<file path="config.mk">
export PLATFORM = sky130hd
export DESIGN_NAME = xbar_sched
export DESIGN_NICKNAME = d
export VERILOG_FILES = /design/src/rtl/xbar_sched_pkg.sv /design/src/rtl/rand_pick.sv /design/src/rtl/pim_group.sv /design/src/rtl/out_port.sv /design/src/rtl/xbar_sched.sv
export SDC_FILE = /design/constraint.sdc
export NUM_CORES = 1
export LEC_CHECK = 0
export CORE_ASPECT_RATIO = 1.5
export CORE_MARGIN = 2
export CORE_UTILIZATION = 61
export DETAILED_ROUTE_END_ITERATION = 10
export PLACE_DENSITY_LB_ADDON = 0.2
export SLEW_MARGIN = 25
export SYNTH_ARGS = -nofsm -noshare
export SYNTH_HDL_FRONTEND = slang
export SYNTH_SLANG_ARGS = --single-unit
</file>
<file path="constraint.sdc">
create_clock -name clk -period 6.3 [get_ports clk]
set_clock_uncertainty 0.1 [all_clocks]
set_input_delay 1.26 -clock clk [delete_from_list [all_inputs] [get_ports clk]]
set_output_delay 1.26 -clock clk [all_outputs]
set_load 0.02 [all_outputs]
</file>
<file path="src/rtl/xbar_sched_pkg.sv">
// Shared constants for the split-fabric scheduler.
// Assumes the pseudo-random generators are 8 bits wide.
package xbar_sched_pkg;
    localparam int          RND_W    = 8;
    localparam logic [7:0]  RND_TAPS = 8'h1D;  // x^8+x^4+x^3+x^2+1, period 255
endpackage

</file>
<file path="src/rtl/rand_pick.sv">
// One-of-W picker: grants exactly one set request bit, chosen by a
// rotating start index taken from a free-running shift-register generator.
// Assumes SEED is nonzero; the generator steps on every clock after reset.
module rand_pick
    import xbar_sched_pkg::*;
#(
    parameter int              W    = 4,
    parameter logic [RND_W-1:0] SEED = 8'h01
) (
    input  logic         clk,
    input  logic         rst_n,
    input  logic [W-1:0] req,
    output logic [W-1:0] gnt
);
    logic [RND_W-1:0] rnd;
    int               start;

    // Advance the generator once per cell time.
    always_ff @(posedge clk) begin
        if (!rst_n) rnd <= SEED;
        else        rnd <= {rnd[RND_W-2:0], 1'b0} ^ ({RND_W{rnd[RND_W-1]}} & RND_TAPS);
    end

    // Grant the requester closest to the random start, scanning upward.
    always_comb begin
        start = int'(rnd) % W;
        for (int i = 0; i < W; i++) begin
            gnt[i] = req[i];
            for (int k = 0; k < W; k++) begin
                if (k != i && req[k] && ((k + W - start) % W) < ((i + W - start) % W))
                    gnt[i] = 1'b0;
            end
        end
    end

    // a picker never grants two requesters.
    assert_pick_single_R2: assert property (@(posedge clk) disable iff (!rst_n)
        $onehot0(gnt));
    // a picker with any request always grants one.
    assert_pick_live_R5: assert property (@(posedge clk) disable iff (!rst_n)
        (|req) |-> (|gnt));
endmodule

</file>
<file path="src/rtl/pim_group.sv">
// Single-iteration request-grant-accept matcher for one input group.
// Each output column grants one requesting input; each input row accepts
// one of its grants. Assumes SEED_BASE is even so every seed is odd.
module pim_group #(
    parameter int N_IN      = 2,
    parameter int N_OUT     = 4,
    parameter int SEED_BASE = 0
) (
    input  logic                   clk,
    input  logic                   rst_n,
    input  logic [N_IN*N_OUT-1:0]  req,
    output logic [N_IN*N_OUT-1:0]  match
);
    logic [N_IN*N_OUT-1:0] gnt_mat;

    // Grant stage: one picker per output over the group's inputs.
    for (genvar j = 0; j < N_OUT; j++) begin : g_grant
        logic [N_IN-1:0] col_req, col_gnt;
        for (genvar i = 0; i < N_IN; i++) begin : g_col
            assign col_req[i]          = req[i*N_OUT+j];
            assign gnt_mat[i*N_OUT+j]  = col_gnt[i];
        end
        rand_pick #(.W(N_IN), .SEED(8'((SEED_BASE + 2*j + 1) % 256))) u_gpick (
            .clk(clk), .rst_n(rst_n), .req(col_req), .gnt(col_gnt));
    end

    // Accept stage: one picker per input over the grants it received.
    for (genvar i = 0; i < N_IN; i++) begin : g_accept
        rand_pick #(.W(N_OUT), .SEED(8'((SEED_BASE + 2*N_OUT + 2*i + 1) % 256))) u_apick (
            .clk(clk), .rst_n(rst_n), .req(gnt_mat[i*N_OUT +: N_OUT]),
            .gnt(match[i*N_OUT +: N_OUT]));
    end

    // a match always rests on a request of the same pair.
    assert_match_requested_R1: assert property (@(posedge clk) disable iff (!rst_n)
        (match & ~req) == '0);
endmodule

</file>
<file path="src/rtl/out_port.sv">
// Buffer bookkeeping for one output: one occupancy counter per group buffer
// and a round-robin drain of one cell per cell time. Assumes the writer
// never writes a full buffer (the scheduler masks such requests).
module out_port #(
    parameter int K     = 2,
    parameter int DEPTH = 2
) (
    input  logic         clk,
    input  logic         rst_n,
    input  logic [K-1:0] wr,
    output logic [K-1:0] rd,
    output logic [K-1:0] full
);
    localparam int CW = $clog2(DEPTH + 1);
    localparam int PW = (K > 1) ? $clog2(K) : 1;

    logic [CW-1:0] cnt [K];
    logic [PW-1:0] ptr, nxt_ptr;
    logic [K-1:0]  busy;

    // Decode empty/full per buffer.
    always_comb begin
        for (int b = 0; b < K; b++) begin
            busy[b] = (cnt[b] != '0);
            full[b] = (cnt[b] == CW'(DEPTH));
        end
    end

    // Pick the first non-empty buffer at or after the pointer.
    always_comb begin
        for (int b = 0; b < K; b++) begin
            rd[b] = busy[b];
            for (int k = 0; k < K; k++) begin
                if (k != b && busy[k] &&
                    ((k + K - int'(ptr)) % K) < ((b + K - int'(ptr)) % K))
                    rd[b] = 1'b0;
            end
        end
    end

    // Move the pointer past the buffer just read.
    always_comb begin
        nxt_ptr = ptr;
        for (int b = 0; b < K; b++)
            if (rd[b]) nxt_ptr = PW'((b + 1) % K);
    end

    // Update occupancy and pointer once per cell time.
    always_ff @(posedge clk) begin
        if (!rst_n) begin
            for (int b = 0; b < K; b++) cnt[b] <= '0;
            ptr <= '0;
        end else begin
            for (int b = 0; b < K; b++) cnt[b] <= cnt[b] + CW'(wr[b]) - CW'(rd[b]);
            ptr <= nxt_ptr;
        end
    end

    for (genvar b = 0; b < K; b++) begin : g_chk
        // a full buffer is never written.
        assert_no_overflow_R6: assert property (@(posedge clk) disable iff (!rst_n)
            full[b] |-> !wr[b]);
        // an empty buffer is never read.
        assert_no_underflow_R7: assert property (@(posedge clk) disable iff (!rst_n)
            rd[b] |-> busy[b]);
    end
    // one read per cell time, and never idle with data present.
    assert_one_read_R7: assert property (@(posedge clk) disable iff (!rst_n)
        $onehot0(rd));
    assert_work_conserving_R7: assert property (@(posedge clk) disable iff (!rst_n)
        (|busy) |-> (|rd));
endmodule

</file>
<file path="src/rtl/xbar_sched.sv">
// Split-fabric cell scheduler top. Inputs are cut into N_GRP contiguous
// groups; each group matches on its own against its private buffer at
// every output, and each output drains its buffers round-robin.
// Assumes N_GRP divides N_PORTS and one clock is one cell time.
module xbar_sched #(
    parameter int N_PORTS   = 4,
    parameter int N_GRP     = 2,
    parameter int BUF_DEPTH = 2
) (
    input  logic                         clk,
    input  logic                         rst_n,
    input  logic [N_PORTS*N_PORTS-1:0]   voq_req,
    output logic [N_PORTS*N_PORTS-1:0]   deq,
    output logic [N_PORTS*N_GRP-1:0]     buf_wr,
    output logic [N_PORTS*N_GRP-1:0]     buf_rd
);
    localparam int GSZ = N_PORTS / N_GRP;

    logic [N_PORTS*N_GRP-1:0] full_all;

    for (genvar g = 0; g < N_GRP; g++) begin : g_grp
        logic [GSZ*N_PORTS-1:0] rq, mt;

        // Mask each request by the full flag of the group's buffer there.
        for (genvar il = 0; il < GSZ; il++) begin : g_in
            for (genvar j = 0; j < N_PORTS; j++) begin : g_out
                assign rq[il*N_PORTS+j] =
                    voq_req[(g*GSZ+il)*N_PORTS+j] & ~full_all[j*N_GRP+g];
                assign deq[(g*GSZ+il)*N_PORTS+j] = mt[il*N_PORTS+j];
            end
        end

        pim_group #(.N_IN(GSZ), .N_OUT(N_PORTS), .SEED_BASE(40*g)) u_match (
            .clk(clk), .rst_n(rst_n), .req(rq), .match(mt));

        // Write the group's buffer at an output when the group sent it a cell.
        for (genvar j = 0; j < N_PORTS; j++) begin : g_wr
            logic hit;
            always_comb begin
                hit = 1'b0;
                for (int il = 0; il < GSZ; il++) hit = hit | mt[il*N_PORTS+j];
            end
            assign buf_wr[j*N_GRP+g] = hit;
        end
    end

    for (genvar j = 0; j < N_PORTS; j++) begin : g_port
        out_port #(.K(N_GRP), .DEPTH(BUF_DEPTH)) u_port (
            .clk(clk), .rst_n(rst_n),
            .wr(buf_wr[j*N_GRP +: N_GRP]),
            .rd(buf_rd[j*N_GRP +: N_GRP]),
            .full(full_all[j*N_GRP +: N_GRP]));
    end

    // pops only for queues that hold a cell.
    assert_deq_has_req_R1: assert property (@(posedge clk) disable iff (!rst_n)
        (deq & ~voq_req) == '0);
    for (genvar i = 0; i < N_PORTS; i++) begin : g_in_chk
        // one cell leaves an input per cell time.
        assert_one_per_input_R2: assert property (@(posedge clk) disable iff (!rst_n)
            $onehot0(deq[i*N_PORTS +: N_PORTS]));
    end
endmodule

</file>
==> results of run 1 <==
==> cell type report <==
class | count | area share, %
clock buffer | 19 | 7.35
timing repair buffer | 50 | 8.18
tap | 105 | 2.18
inverter | 34 | 2.12
sequential | 116 | 38.5
clock inverter | 12 | 2.59
multi-input combinational | 331 | 39.0
==> sequential cells by signal, indices dropped and copies added, names as in the netlist <==
| signal | count |
|---|---|
| g_grp.u_match.g_grant.u_gpick.rnd | 64 |
| g_grp.u_match.g_accept.u_apick.rnd | 32 |
| g_port.u_port.cnt | 16 |
| g_port.u_port.ptr | 4 |
==> per-layer routing <==
| layer | GRT usage, % | up-vias |
|---|---|---|
| met2 | 38.8 | 80 |
| met4 | 12.6 | 0 |
| met1 | 25.9 | 1582 |
| li1 | - | 1714 |
| met5 | 0 | - |
| met3 | 7.04 | 19 |
==> layout by cell type (no fill, tap or decap), drive strengths merged, types with 13 or more instances in the layout <==
| master | synthesis | routed |
|---|---|---|
| inv | 34 | 35 |
| nor2 | 26 | 26 |
| ha | 32 | 32 |
| nand2b | 35 | 35 |
| xnor2 | 28 | 28 |
| and2 | 80 | 80 |
| nand3 | 13 | 13 |
| dfxtp | 116 | 116 |
| xor2 | 24 | 24 |
| nand2 | 20 | 20 |
| clkbuf | 12 | 19 |
| clkdlybuf4s50 | 0 | 48 |
==> report_power, final <==
part           switching, W  leakage, nW  internal (W)
combinational      0.000391         1.41      0.000381
clock              0.000329        0.281      0.000630
sequential        0.0000602        0.964      0.000827
total              0.000780         2.65       0.00184
==> final timing paths <==
check                                                                            start                                               endpoint  slack, ns  cells past startpoint
worst max-delay path                                                       voq_req[11]                                              buf_wr[1]       1.54                      6
worst min-delay path             g_grp[1].u_match.g_grant[1].u_gpick.rnd[4]$_SDFF_PN0_  g_grp[1].u_match.g_grant[1].u_gpick.rnd[5]$_SDFF_PN1_       0.31                      1
worst max register to register  g_grp[0].u_match.g_accept[0].u_apick.rnd[1]$_SDFF_PN0_                  g_port[2].u_port.cnt[0][1]$_SDFF_PN0_       3.96                      9
worst min register to register   g_grp[1].u_match.g_grant[1].u_gpick.rnd[4]$_SDFF_PN0_  g_grp[1].u_match.g_grant[1].u_gpick.rnd[5]$_SDFF_PN1_       0.31                      1
==> per-stage QoR <==
step	total power (W)	hold slack [ns]	cells
after floorplan	0.00145	0.286	501
after global placement	0.00163	0.294	636
after detailed placement	0.00167	0.299	636
after CTS	0.00264	0.312	667
after global routing	0.00277	0.326	667
final	0.00262	0.309	667
==> kinds of logic (layout without fill, tap and decap cells) <==
| logic type | count (synthesis) | count (layout) | synth area share (%) |
|---|---|---|---|
| AO/OA/AOI/OAI | 31 | 31 | 4.69 |
| XOR/XNOR | 52 | 52 | 9.28 |
| flip-flops | 116 | 116 | 47.3 |
| buffers and inverters | 54 | 115 | 4.74 |
| AND/OR/NAND/NOR | 216 | 216 | 25.8 |
| adder cells (fa/ha/maj) | 32 | 32 | 8.16 |
==> flow_summary.rst, run 1 <==
.. list-table::
   :header-rows: 1

   * - Metric
     - Value
   * - Pre-CTS setup slack
     - 1.54 ns
   * - Kind of cell adding the most delay to the critical path
     - buffers and inverters
   * - Drt first pass iters
     - 4
   * - Number of buffers inserted during clock tree synthesis
     - 17
   * - Aggregate negative setup slack
     - 0 ns
   * - Met2 wire len
     - 4.82 mm
   * - Initial DRC count
     - 203
   * - Clock Root Buffer
     - clkbuf_16
   * - Number of sinks on the clock net
     - 116
   * - Routed length on met1
     - 3.93 mm
   * - Number of antenna violations at the first check in global routing
     - 0
   * - Reg area
     - 0.00232 mm2
   * - CP dominant cell by count
     - clkdlybuf4s50_1
   * - Required time at the endpoint of the critical path
     - 4.94 ns
   * - Post-synthesis cell count
     - 501
   * - Area of combinational cells with multiple inputs
     - 0.00235 mm2
   * - Biggest fanout along the worst timing path
     - 3
   * - Cell area after synthesis
     - 0.00491 mm2
   * - Pin count of the biggest net entering global routing
     - 117
   * - Register bit total from synthesis
     - 116
   * - Via density per instance
     - 5.09
   * - Final HPWL from detailed placement
     - 5.99 mm
   * - Final setup vio count
     - 0
   * - Core box area
     - 0.00791 mm2
   * - Average cell area after synthesis
     - 9.80 um2
   * - DRC Markers
     - 0
   * - Wire length after detailed routing
     - 9.34 mm
   * - Clock tree from TritonCTS
     - done
   * - First-pass GRT wire length
     - 15.6 mm
   * - Ranking of synthesized cells by instance count
     - 116 x dfxtp_1, 80 x and2_1, 35 x nand2b_1
   * - Hold-fix buffers, CTS
     - 0
   * - Cell with the biggest individual delay on the critical path
     - clkdlybuf4s50_1
   * - Fraction of the yosys area taken by sequential cells
     - 47.3%
   * - Cells resized by post-CTS repair
     - 0
   * - Total via count after detailed routing
     - 3395
   * - Area of all placed cells without fillers
     - 0.00603 mm2
   * - # fillers
     - 558
   * - Mapped Nets
     - 551
   * - Max Transition Viols Final
     - 0
   * - Total length of routed met3 wires
     - 345 um
   * - Unrepaired setup endpoints after global routing
     - false
   * - Worst path cell trace
     - clkdlybuf4s50_1, nand2b_1, and3_1, nor2b_1, o41ai_1, clkdlybuf4s50_1
   * - Worst-case clock buffer depth
     - 2
   * - Post-synth cell types
     - 41
   * - Number of hold violations in the final report
     - 0
   * - Delay of the slowest critical-path stage
     - 0.70 ns
   * - Total setup buffers inserted after CTS
     - 0
   * - Main flop type after synthesis
     - dfxtp_1
   * - Synth Warn #
     - 0
   * - Static leakage
     - 2.65 nW
   * - Largest vdd supply drop
     - 0.289 mV
   * - Maximum frequency from static timing analysis
     - 210 MHz
   * - Floorplan die height
     - 114 um
   * - Synthesis-to-finish area growth
     - 22.8%
   * - Number of flops mapped to enable cells by yosys
     - 0
   * - H-tree levels
     - 4
   * - Share of the cycle needed by the critical path after routing
     - 75.6%
   * - Post-layout minimum cycle time
     - 4.76 ns
   * - Layout cells sized above 1
     - 6.41%
   * - Largest area contributor in the netlist
     - dfxtp_1
   * - Headroom to the max-slew limit
     - 41.8%
   * - Biggest area contributors in the synthesized netlist
     - dfxtp_1 47%, and2_1 10%, ha_1 8.2%
   * - Result of the run
     - completed
   * - Top-level I/O count
     - 50
   * - Mean routed wirelength per cell
     - 14.0 um
   * - Residual overflow from global routing
     - 0
   * - Class of the most critical hold timing path
     - flip-flop to flip-flop
   * - Clock-pin slew on the worst setup and hold paths
     - 0.05 ns
   * - Setup slack after layout
     - 1.54 ns
   * - Critical path arrival
     - 3.40 ns
   * - Core utilization of the finished layout
     - 76.2%
   * - Detail Route Antenna Nets
     - 0
   * - Final weighted congestion of routability-driven global placement
     - 0.948
   * - Total routing usage reported by global routing
     - 23.0%
   * - Die outline width
     - 77.2 um
   * - Element type at the critical path start
     - input port
   * - Number of antenna diodes
     - 0
   * - Worst skew pair latency
     - 0.41 ns
   * - Crit. End Element
     - output port
   * - Port Buffers
     - 49
   * - Area of placed instances
     - 0.00543 mm2
   * - Top routing layer in use
     - met4
   * - Top cell type's share of synthesized area
     - 47.3%
   * - # nets final
     - 600
   * - Number of buffers and inverters on the critical path
     - 2
   * - Die ar.
     - 0.00879 mm2
   * - Vias in the first global route
     - 3464
   * - Kind of critical path
     - input port to output port
   * - Power density normalized to cell area
     - 434 mW/mm2
   * - FFs w/ async S/R, synth
     - 0%
   * - Number of max-capacitance violations reported
     - 0
   * - Dominant cell by count in the synthesized netlist
     - dfxtp_1
   * - Initial core utilization
     - 62.1%
   * - Transition time of the tightest slew-check pin
     - 0.872 ns
   * - Site row count
     - 40
(Power assumes the default switching activity.)
==> run 2: changes to the inputs <==
CORE_UTILIZATION = 56   (was 61)
clock period = 4.9 ns   (was 6.3 ns; I/O delays follow)
==> flow_summary.rst, run 2 (synthesis results as in run 1) <==
.. list-table::
   :header-rows: 1

   * - Metric
     - Value
   * - # fillers
     - 652
   * - Clock tree from TritonCTS
     - done
   * - Switching power of the nets
     - 0.000990 W
   * - Share of the cycle needed by the critical path after routing
     - 85.5%
   * - Top-level I/O count
     - 50
   * - Cells resized by post-CTS repair
     - 0
   * - Hold-fix buffers, CTS
     - 0
   * - Crit. End Element
     - output port
   * - Element type at the critical path start
     - input port
   * - Total setup buffers inserted after CTS
     - 0
   * - Largest vdd supply drop
     - 0.487 mV
   * - First-pass GRT wire length
     - 14.7 mm
   * - H-tree levels
     - 4
   * - Required time at the endpoint of the critical path
     - 3.82 ns
   * - Number of buffers inserted during clock tree synthesis
     - 17
   * - Final HPWL from detailed placement
     - 6.34 mm
   * - Post-layout minimum cycle time
     - 4.19 ns
   * - Number of antenna violations at the first check in global routing
     - 0
   * - Max Transition Viols Final
     - 0
   * - Internal power summed over all cells
     - 0.00237 W
   * - Total via count after detailed routing
     - 3337
   * - Total routing usage reported by global routing
     - 19.9%
   * - Class of the most critical hold timing path
     - flip-flop to flip-flop
   * - Start point of the worst hold path
     - g_grp[1].u_match.g_grant[0].u_gpick.rnd[4]$_SDFF_PN0_
   * - # nets final
     - 600
   * - Number of antenna diodes
     - 0
   * - Maximum frequency from static timing analysis
     - 239 MHz
   * - Clock Root Buffer
     - clkbuf_16
   * - Biggest fanout along the worst timing path
     - 3
   * - Vias in the first global route
     - 3342
   * - Clock-pin slew on the worst setup and hold paths
     - 0.05 ns
   * - Worst-case clock buffer depth
     - 2
   * - Setup slack after layout
     - 0.711 ns
   * - Number of hold violations in the final report
     - 0
   * - Initial core utilization
     - 58.0%
   * - Static leakage
     - 2.66 nW
   * - Site row count
     - 41
   * - Start point of the critical path
     - voq_req[11]
   * - Headroom to the max-slew limit
     - 61.7%
   * - Aggregate negative setup slack
     - 0 ns
   * - Worst skew pair latency
     - 0.41 ns
   * - Max FFs per register
     - 64
   * - Final weighted congestion of routability-driven global placement
     - 0.869
   * - Critical path arrival
     - 3.11 ns
   * - Mean routed wirelength per cell
     - 13.3 um
   * - Largest register by flop count
     - g_grp.u_match.g_grant.u_gpick.rnd
   * - Layout cells sized above 1
     - 6.75%
   * - Number of max-capacitance violations reported
     - 0
   * - Largest regs
     - g_grp.u_match.g_grant.u_gpick.rnd (64), g_grp.u_match.g_accept.u_apick.rnd (32), g_port.u_port.cnt (16)
   * - Core box area
     - 0.00846 mm2
   * - Port Buffers
     - 49
   * - Drt first pass iters
     - 4
   * - Pin count of the biggest net entering global routing
     - 77
   * - Initial DRC count
     - 122
   * - Die ar.
     - 0.00955 mm2
   * - Power density normalized to cell area
     - 557 mW/mm2
   * - Detail Route Antenna Nets
     - 0
   * - Sequential power share
     - 33.9%
   * - Pre-CTS setup slack
     - 0.728 ns
   * - Switching fraction of total power
     - 29.4%
   * - Unrepaired setup endpoints after global routing
     - false
   * - Most common cell after layout, fill and taps aside
     - dfxtp_1
   * - Die outline width
     - 80.4 um
   * - Via density per instance
     - 4.98
   * - Result of the run
     - completed
   * - Reg-to-Reg Start
     - g_grp[0].u_match.g_accept[1].u_apick.rnd[1]$_SDFF_PN1_
   * - Kind of critical path
     - input port to output port
   * - Wire length after detailed routing
     - 8.91 mm
   * - Combinational fraction of design power
     - 29.3%
   * - Floorplan die height
     - 119 um
   * - DRC Markers
     - 0
   * - Commonest cells after routing, fill and taps aside
     - 116 x dfxtp_1, 80 x and2_1, 48 x clkdlybuf4s50_1
   * - Synthesis-to-finish area growth
     - 23.1%
   * - Clk pwr share
     - 36.8%
   * - Residual overflow from global routing
     - 0
   * - Number of sinks on the clock net
     - 116
   * - Transition time of the tightest slew-check pin
     - 0.575 ns
   * - Final setup vio count
     - 0
-- run 2: through the flow --
stage               cell area (um2)  hold slack [ns]  cells  total power, W  util [%]
floorplan                      4910            0.286    501         0.00186         -
global placement               5430            0.292    638         0.00211      64.2
detailed placement             5430            0.300    638         0.00215      64.2
CTS                            6040            0.316    670         0.00340      71.4
global route                   6040            0.331    670         0.00357      71.4
finish                         6040            0.310    670         0.00337      71.4
-- run 2: power groups by stage --
| stage | Combinational, W | Sequential [W] | Clock [W] |
|---|---|---|---|
| 2_1_floorplan | 0.000721 | 0.00114 | 0 |
| 3_3_place_gp | 0.000958 | 0.00115 | 0 |
| 3_5_place_dp | 0.000994 | 0.00116 | 0 |
| 4_1_cts | 0.00100 | 0.00114 | 0.00126 |
| 5_1_grt | 0.00111 | 0.00115 | 0.00130 |
| 6_report | 0.000986 | 0.00114 | 0.00124 |
-- run 2: final timing paths --
| check | to | slack, ns | cells after the start |
|---|---|---|---|
| max reg2reg | g_port[3].u_port.cnt[0][1]$_SDFF_PN0_ | 2.54 | 8 |
| min | g_grp[1].u_match.g_grant[0].u_gpick.rnd[5]$_SDFF_PN1_ | 0.31 | 1 |
| min reg2reg | g_grp[1].u_match.g_grant[0].u_gpick.rnd[5]$_SDFF_PN1_ | 0.31 | 1 |
| max | buf_wr[1] | 0.71 | 6 |
-- run 2: layout make-up --
class                   count  area (um2)  share of cell area (%)
well taps                 107         134                    2.22
clock inverters            13         158                    2.61
flip-flops and latches    116        2320                    38.4
repair buffers             50         495                    8.20
clock buffers              19         453                    7.49
multi-input cells         331        2350                    38.9
inverters                  34         128                    2.11
-- run 2: worst max-delay path: stages --
cell and delay (ns):
clkdlybuf4s50_1 0.51, nand2b_1 0.09, and3_1 0.22, nor2b_1 0.15
o41ai_1 0.46, clkdlybuf4s50_1 0.69
-- run 2: per-layer routing --
layer  vias to the layer above  wire, um  GRT usage (%)
met4                         0       214           9.96
met3                        19       308           4.73
met2                        58      4490           34.4
li1                       1711         -              -
met5                         -         0              0
met1                      1549      3890           22.2
